`config.mk`:
```
export PLATFORM = sky130hd
export DESIGN_NAME = tlb_range_top
export DESIGN_NICKNAME = d
export VERILOG_FILES = /design/src/rtl/tlb_range_pkg.sv /design/src/rtl/tlb_range_match.sv /design/src/rtl/tlb_range_pick.sv /design/src/rtl/tlb_range_age.sv /design/src/rtl/tlb_range_top.sv
export SDC_FILE = /design/constraint.sdc
export NUM_CORES = 2
export LEC_CHECK = 0
export ABC_AREA = 1
export CAP_MARGIN = 20
export CORE_MARGIN = 2
export CORE_UTILIZATION = 40
export CTS_CLUSTER_SIZE = 30
export DETAILED_ROUTE_END_ITERATION = 8
export PLACE_DENSITY_LB_ADDON = 0.3
export SLEW_MARGIN = 20
export SYNTH_ARGS = -nofsm -noshare
export SYNTH_HDL_FRONTEND = slang
export SYNTH_SLANG_ARGS = --single-unit
export TNS_END_PERCENT = 20
```
`constraint.sdc`:
```
create_clock -name clk -period 14.1 [get_ports clk]
set_input_delay 2.115 -clock clk [delete_from_list [all_inputs] [get_ports clk]]
set_output_delay 2.115 -clock clk [all_outputs]
set_load 0.02 [all_outputs]
```
`src/rtl/tlb_range_pkg.sv`:
```
package tlb_range_pkg;
  localparam int PG_OFS_W = 12;

  typedef enum logic [1:0] {
    UPD_IDLE    = 2'd0,
    UPD_FLUSH   = 2'd1,
    UPD_INSERT  = 2'd2,
    UPD_PROMOTE = 2'd3
  } upd_e;
endpackage

```
`src/rtl/tlb_range_match.sv`:
```
module tlb_range_match #(
  parameter int VA_W  = 32,
  parameter int LEN_W = 32
) (
  input  logic             valid_i,
  input  logic [VA_W-1:0]  va_i,
  input  logic [VA_W-1:0]  start_i,
  input  logic [LEN_W-1:0] len_i,
  output logic             match_o
);
  localparam int SUM_W = ((VA_W > LEN_W) ? VA_W : LEN_W) + 1;

  logic [SUM_W-1:0] lo_ext, va_ext, end_ext;

  always_comb begin
    lo_ext  = SUM_W'(start_i);
    va_ext  = SUM_W'(va_i);
    end_ext = lo_ext + SUM_W'(len_i);
    match_o = valid_i && (lo_ext <= va_ext) && (va_ext < end_ext);
  end
endmodule

```
`src/rtl/tlb_range_pick.sv`:
```
module tlb_range_pick #(
  parameter int N     = 8,
  parameter int AGE_W = 3
) (
  input  logic [N-1:0]       match_i,
  input  logic [N*AGE_W-1:0] age_i,
  output logic               hit_o,
  output logic [AGE_W-1:0]   idx_o
);
  logic [AGE_W:0] best;

  always_comb begin
    best  = (AGE_W+1)'(N);
    idx_o = '0;
    for (int i = 0; i < N; i++) begin
      if (match_i[i] && ({1'b0, age_i[i*AGE_W +: AGE_W]} < best)) begin
        best  = {1'b0, age_i[i*AGE_W +: AGE_W]};
        idx_o = AGE_W'(i);
      end
    end
    hit_o = |match_i;
  end
endmodule

```
`src/rtl/tlb_range_age.sv`:
```
module tlb_range_age
  import tlb_range_pkg::*;
#(
  parameter int N     = 8,
  parameter int AGE_W = 3
) (
  input  logic               clk,
  input  logic               rst_n,
  input  logic               flush_i,
  input  logic               ins_i,
  input  logic               prom_i,
  input  logic [AGE_W-1:0]   prom_idx_i,
  output logic [N-1:0]       valid_o,
  output logic [N*AGE_W-1:0] age_o,
  output logic [AGE_W-1:0]   slot_o
);
  logic [N-1:0]     valid_q, valid_d;
  logic [AGE_W-1:0] age_q [N];
  logic [AGE_W-1:0] age_d [N];
  logic             full;
  logic [AGE_W-1:0] free_idx, victim_idx, tgt;
  logic [AGE_W:0]   thr;
  upd_e             upd;

  always_comb begin
    full       = &valid_q;
    free_idx   = '0;
    victim_idx = '0;
    for (int i = N-1; i >= 0; i--) begin
      if (!valid_q[i]) free_idx = AGE_W'(i);
    end
    for (int i = 0; i < N; i++) begin
      if (age_q[i] == AGE_W'(N-1)) victim_idx = AGE_W'(i);
    end
    slot_o = full ? victim_idx : free_idx;

    if (flush_i)     upd = UPD_FLUSH;
    else if (ins_i)  upd = UPD_INSERT;
    else if (prom_i) upd = UPD_PROMOTE;
    else             upd = UPD_IDLE;

    tgt = (upd == UPD_INSERT) ? slot_o : prom_idx_i;
    if (upd == UPD_INSERT) thr = full ? (AGE_W+1)'(N-1) : (AGE_W+1)'(N);
    else                   thr = {1'b0, age_q[prom_idx_i]};

    valid_d = valid_q;
    for (int i = 0; i < N; i++) begin
      age_d[i] = age_q[i];
      if (upd == UPD_FLUSH) begin
        valid_d[i] = 1'b0;
      end else if (upd != UPD_IDLE) begin
        if (AGE_W'(i) == tgt) begin
          valid_d[i] = 1'b1;
          age_d[i]   = '0;
        end else if (valid_q[i] && ({1'b0, age_q[i]} < thr)) begin
          age_d[i] = age_q[i] + 1'b1;
        end
      end
    end
  end

  always_ff @(posedge clk or negedge rst_n) begin
    if (!rst_n) begin
      valid_q <= '0;
      for (int i = 0; i < N; i++) age_q[i] <= '0;
    end else if (upd != UPD_IDLE) begin
      valid_q <= valid_d;
      for (int i = 0; i < N; i++) age_q[i] <= age_d[i];
    end
  end

  assign valid_o = valid_q;
  for (genvar g = 0; g < N; g++) begin : g_age_out
    assign age_o[g*AGE_W +: AGE_W] = age_q[g];
  end
endmodule

```
`src/rtl/tlb_range_top.sv`:
```
module tlb_range_top
  import tlb_range_pkg::*;
#(
  parameter int N     = 8,
  parameter int VA_W  = 32,
  parameter int PA_W  = 32,
  parameter int LEN_W = 32
) (
  input  logic             clk,
  input  logic             rst_n,
  input  logic             lk_vld,
  input  logic [VA_W-1:0]  lk_va,
  input  logic             lk_promote,
  output logic             lk_hit,
  output logic [PA_W-1:0]  lk_pa,
  input  logic             ins_vld,
  input  logic [VA_W-1:0]  ins_start,
  input  logic [LEN_W-1:0] ins_len,
  input  logic [PA_W-1:0]  ins_pbase,
  input  logic             flush_all
);
  localparam int AGE_W = (N > 1) ? $clog2(N) : 1;

  logic [VA_W-1:0]  start_q [N];
  logic [LEN_W-1:0] len_q   [N];
  logic [PA_W-1:0]  pbase_q [N];

  logic [N-1:0]       ent_valid;
  logic [N*AGE_W-1:0] age_flat;
  logic [N-1:0]       match;
  logic               any_match;
  logic [AGE_W-1:0]   hit_idx, slot;
  logic               ins_go, prom_go;

  for (genvar g = 0; g < N; g++) begin : g_ent
    tlb_range_match #(.VA_W(VA_W), .LEN_W(LEN_W)) match_i (
      .valid_i (ent_valid[g]),
      .va_i    (lk_va),
      .start_i (start_q[g]),
      .len_i   (len_q[g]),
      .match_o (match[g])
    );

    always_ff @(posedge clk) begin
      if (ins_go && (slot == AGE_W'(g))) begin
        start_q[g] <= ins_start;
        len_q[g]   <= ins_len;
        pbase_q[g] <= ins_pbase;
      end
    end
  end

  tlb_range_pick #(.N(N), .AGE_W(AGE_W)) pick_i (
    .match_i (match),
    .age_i   (age_flat),
    .hit_o   (any_match),
    .idx_o   (hit_idx)
  );

  always_comb begin
    ins_go  = ins_vld && !flush_all;
    prom_go = lk_vld && lk_promote && any_match && !ins_vld && !flush_all;
    lk_hit  = lk_vld && any_match;
    lk_pa   = pbase_q[hit_idx] | PA_W'(lk_va[PG_OFS_W-1:0]);
  end

  tlb_range_age #(.N(N), .AGE_W(AGE_W)) age_i (
    .clk        (clk),
    .rst_n      (rst_n),
    .flush_i    (flush_all),
    .ins_i      (ins_go),
    .prom_i     (prom_go),
    .prom_idx_i (hit_idx),
    .valid_o    (ent_valid),
    .age_o      (age_flat),
    .slot_o     (slot)
  );
endmodule

```
==> flow_metrics.tcl <==
set metrics [dict create \
    synth_flop_cell "edfxtp_1" \
    vias 37986 \
    cp-startpoint "lk_va[31]" \
    grt-ovfl-total 0 \
    grt_pass1_wl_um 227700 \
    synth_top_cell_area_share 0.4582 \
    root_buffer "clkbuf_16" \
    synth_edf_count 768 \
    power_leakage_uw 0.02416 \
    std_cell_rows 130 \
    r2r-start "start_q[0][66]" \
    status "finished, final reports clean" \
    synth_area_sq_um 50330 \
    core_area_sq_um 125200 \
    p_sw_frac 0.2549 \
    syn_inst 4803 \
    ys_seq_area_frac 0.4741 \
    cp.buffers_inverters 9 \
    final_layout_size_suffix_gt1_frac 0.08435 \
    reg2reg_to "age_i.age_o[21]" \
    io_pins 167 \
    crit_path_end_kind "output pin" \
    cp.required_ns 11.98 \
    critPathArrivalTime_ns 11.11 \
    wl_per_cell_um 22.17 \
    cts_tree "yes" \
    gp_congestion 0.9305 \
    initial_core_util 0.4019 \
    final_antenna_net_count 0 \
    clock_sinks 800 \
    seqPwrFrac 0.461 \
    ys_ff_latch 800 \
    hold_path_end "age_i.age_o[18]" \
    async_flop_share 0.04000 \
    p_int_uw 4303 \
    hold_buffers 0 \
    p_switching_uw 1472 \
    hold_slack_ns 0.5475 \
    hpwl_um 114300 \
    nets 6100 \
    cp_max_fo 12 \
    portBuffers 166 \
    peakVddDrop_mv 0.1113 \
    die_w_um 358.7 \
    cp_num_cells 63 \
    slew-limit-headroom 0.2140 \
    startpoint_type "input pin" \
    setup_viol 0 \
    crit_top_cell "nand2_1" \
    cap_violations 0 \
    power.total_uw 5775 \
    tightest_slew_ns 1.168 \
    grt_max_degree 57 \
    drt_iter0_drc 3006 \
    grt_pass1_vias 37436 \
    rrSetupSlack_ns 2.36 \
    yosys_warnings 0 \
    crit_family "simple AND/OR/NAND/NOR gates" \
    path_clk_slew_ns 0.06 \
    min_from "age_i.age_o[18]" \
    remaining_drc_errors 0 \
    period_share 0.9381 \
    worstSkewPairLatency_ns 0.73 \
    synth_cell_types 68 \
    die_h_um 358.7 \
    wl_um 152500 \
    hold_violations 0 \
    drv_slew 0 \
    syn2layout_area_growth_pct 16.14 \
    avgSynthCellArea_sq_um 10.48 \
    dieArea_sq_um 128700 \
    reg2reg_depth 84 \
    clockBufferDepth 3 \
    min_path_type "reg2reg" \
    power.density_nw_per_um2 98.80 \
    synth_area_leaders "edfxtp_1, ha_1, nand2_1, a21oi_1, inv_1" \
    cpMaxStageDelayCell "clkdlybuf4s50_1" \
    antenna_found_initial 4 \
    synth_top_area_cell "edfxtp_1" \
    synth_nets 5750 \
    viasPerCell 5.522 \
    worstSetupPathType "in2out" \
    netlist_top_cells_count "ha_1, edfxtp_1, nand2_1" \
    cts_made_buffers 92 \
    clkPwrFrac 0.432 \
    synth.most_common_cell "ha_1" \
    hold_depth 2 \
    dr.pass1.iters 5 \
    slowest_delay_ns 0.51 \
    skew_ns 0.04663 \
    htreeDepth 3 \
    fin_crit_ns 13.23 \
    combPwrFrac 0.107 \
    grt_usage 0.2347 \
    max_freq_mhz 75.60 \
]
metrics by stage:
| stage | setup slack (ns) | utilization | cell area (sq um) | std cells | TNS, ns |
|---|---|---|---|---|---|
| 2_1_floorplan | 2.078 | - | 50330 | 4803 | 0 |
| 3_3_place_gp | 0.02633 | 0.4392 | 55010 | 6698 | 0 |
| 3_5_place_dp | -0.04789 | 0.4392 | 55010 | 6699 | -0.2045 |
| 4_1_cts | 0.006431 | 0.4647 | 58200 | 6869 | 0 |
| 5_1_grt | -0.06999 | 0.4667 | 58450 | 6878 | -1.457 |
| 6_report | 0.8729 | 0.4667 | 58460 | 6879 | 0 |
power groups by stage:
stage	sequential (uW)	clock, uW	combinational, uW
final	2660	2500	617
after global routing	2660	2620	689
after CTS	2660	2530	613
after detailed placement	2710	0	609
after global placement	2710	0	598
after floorplan	2700	0	339
cell type report:
type                            instances  area (sq um)
Timing Repair Buffer                  308          2902
Tap cell                             1650          2064
Inverter                              373          1425
Antenna cell                            1         2.502
Clock inverter                         67         785.8
Multi-Input combinational cell       3578         25050
Clock buffer                          102          2361
Sequential cell                       800         23860
Fill cell                           11517         66790
flip-flops by register name, summed over array words and instances, names as in the netlist:
name	flops
len_q	256
pbase_q	256
start_q	256
age_i.age_o	24
age_i.valid_o	8
cells by family (layout without fill, tap and decap cells):
kind of cell	count (synthesis)	in the layout	synth area share
simple gates	1454	1454	0.1257
compound gates	1070	1070	0.1220
fa+ha+maj	813	813	0.2033
flops	800	800	0.4741
buf+inv	425	850	0.03294
xor+xnor	241	241	0.04194
other cells	0	1	0
how the worst max path moves through the flow:
stage	to	slack [ns]
global route	lk_pa[7]	-0.07
CTS	lk_pa[16]	0.006
detailed placement	lk_pa[13]	-0.05
floorplan	lk_pa[12]	2.08
finish	lk_pa[7]	0.87
global placement	lk_pa[13]	0.03
cell usage in the layout (no fill, tap or decap), types with 112 or more instances in the layout:
master	n
a21oi_1	509
buf_4	128
clkdlybuf4s50_1	134
edfxtp_1	768
ha_1	804
inv_1	354
nand2_1	753
nand3_1	171
nor2_1	282
o21ai_0	205
xnor2_1	112
xor2_1	129
routing by layer:
| metal | wire length (um) | GRT usage | vias up |
|---|---|---|---|
| met2 | 71880 | 0.3927 | 1130 |
| met4 | 4215 | 0.07083 | 4 |
| met1 | 67180 | 0.3171 | 18327 |
| met5 | 31 | 0 | - |
| li1 | - | - | 18303 |
| met3 | 9208 | 0.02985 | 222 |
worst reg2reg max path, delay by kind of cell (launching register included):
family | cells | cell delay, ns
simple gates | 51 | 5.71
fa+ha+maj | 8 | 2.37
compound gates | 15 | 2.32
buf+inv | 9 | 0.74
flops | 1 | 0.40
xor+xnor | 1 | 0.16
repair_timing:
| action | CTS | global route |
|---|---|---|
| pin swaps | 0 | 11 |
| cloned | 1 | 4 |
| setup endpoints to repair | 32 | 32 |
| buffers inserted | 0 | 5 |
| gates resized for setup | 23 | 134 |
Note: power is estimated with default switching activity, not from simulation.
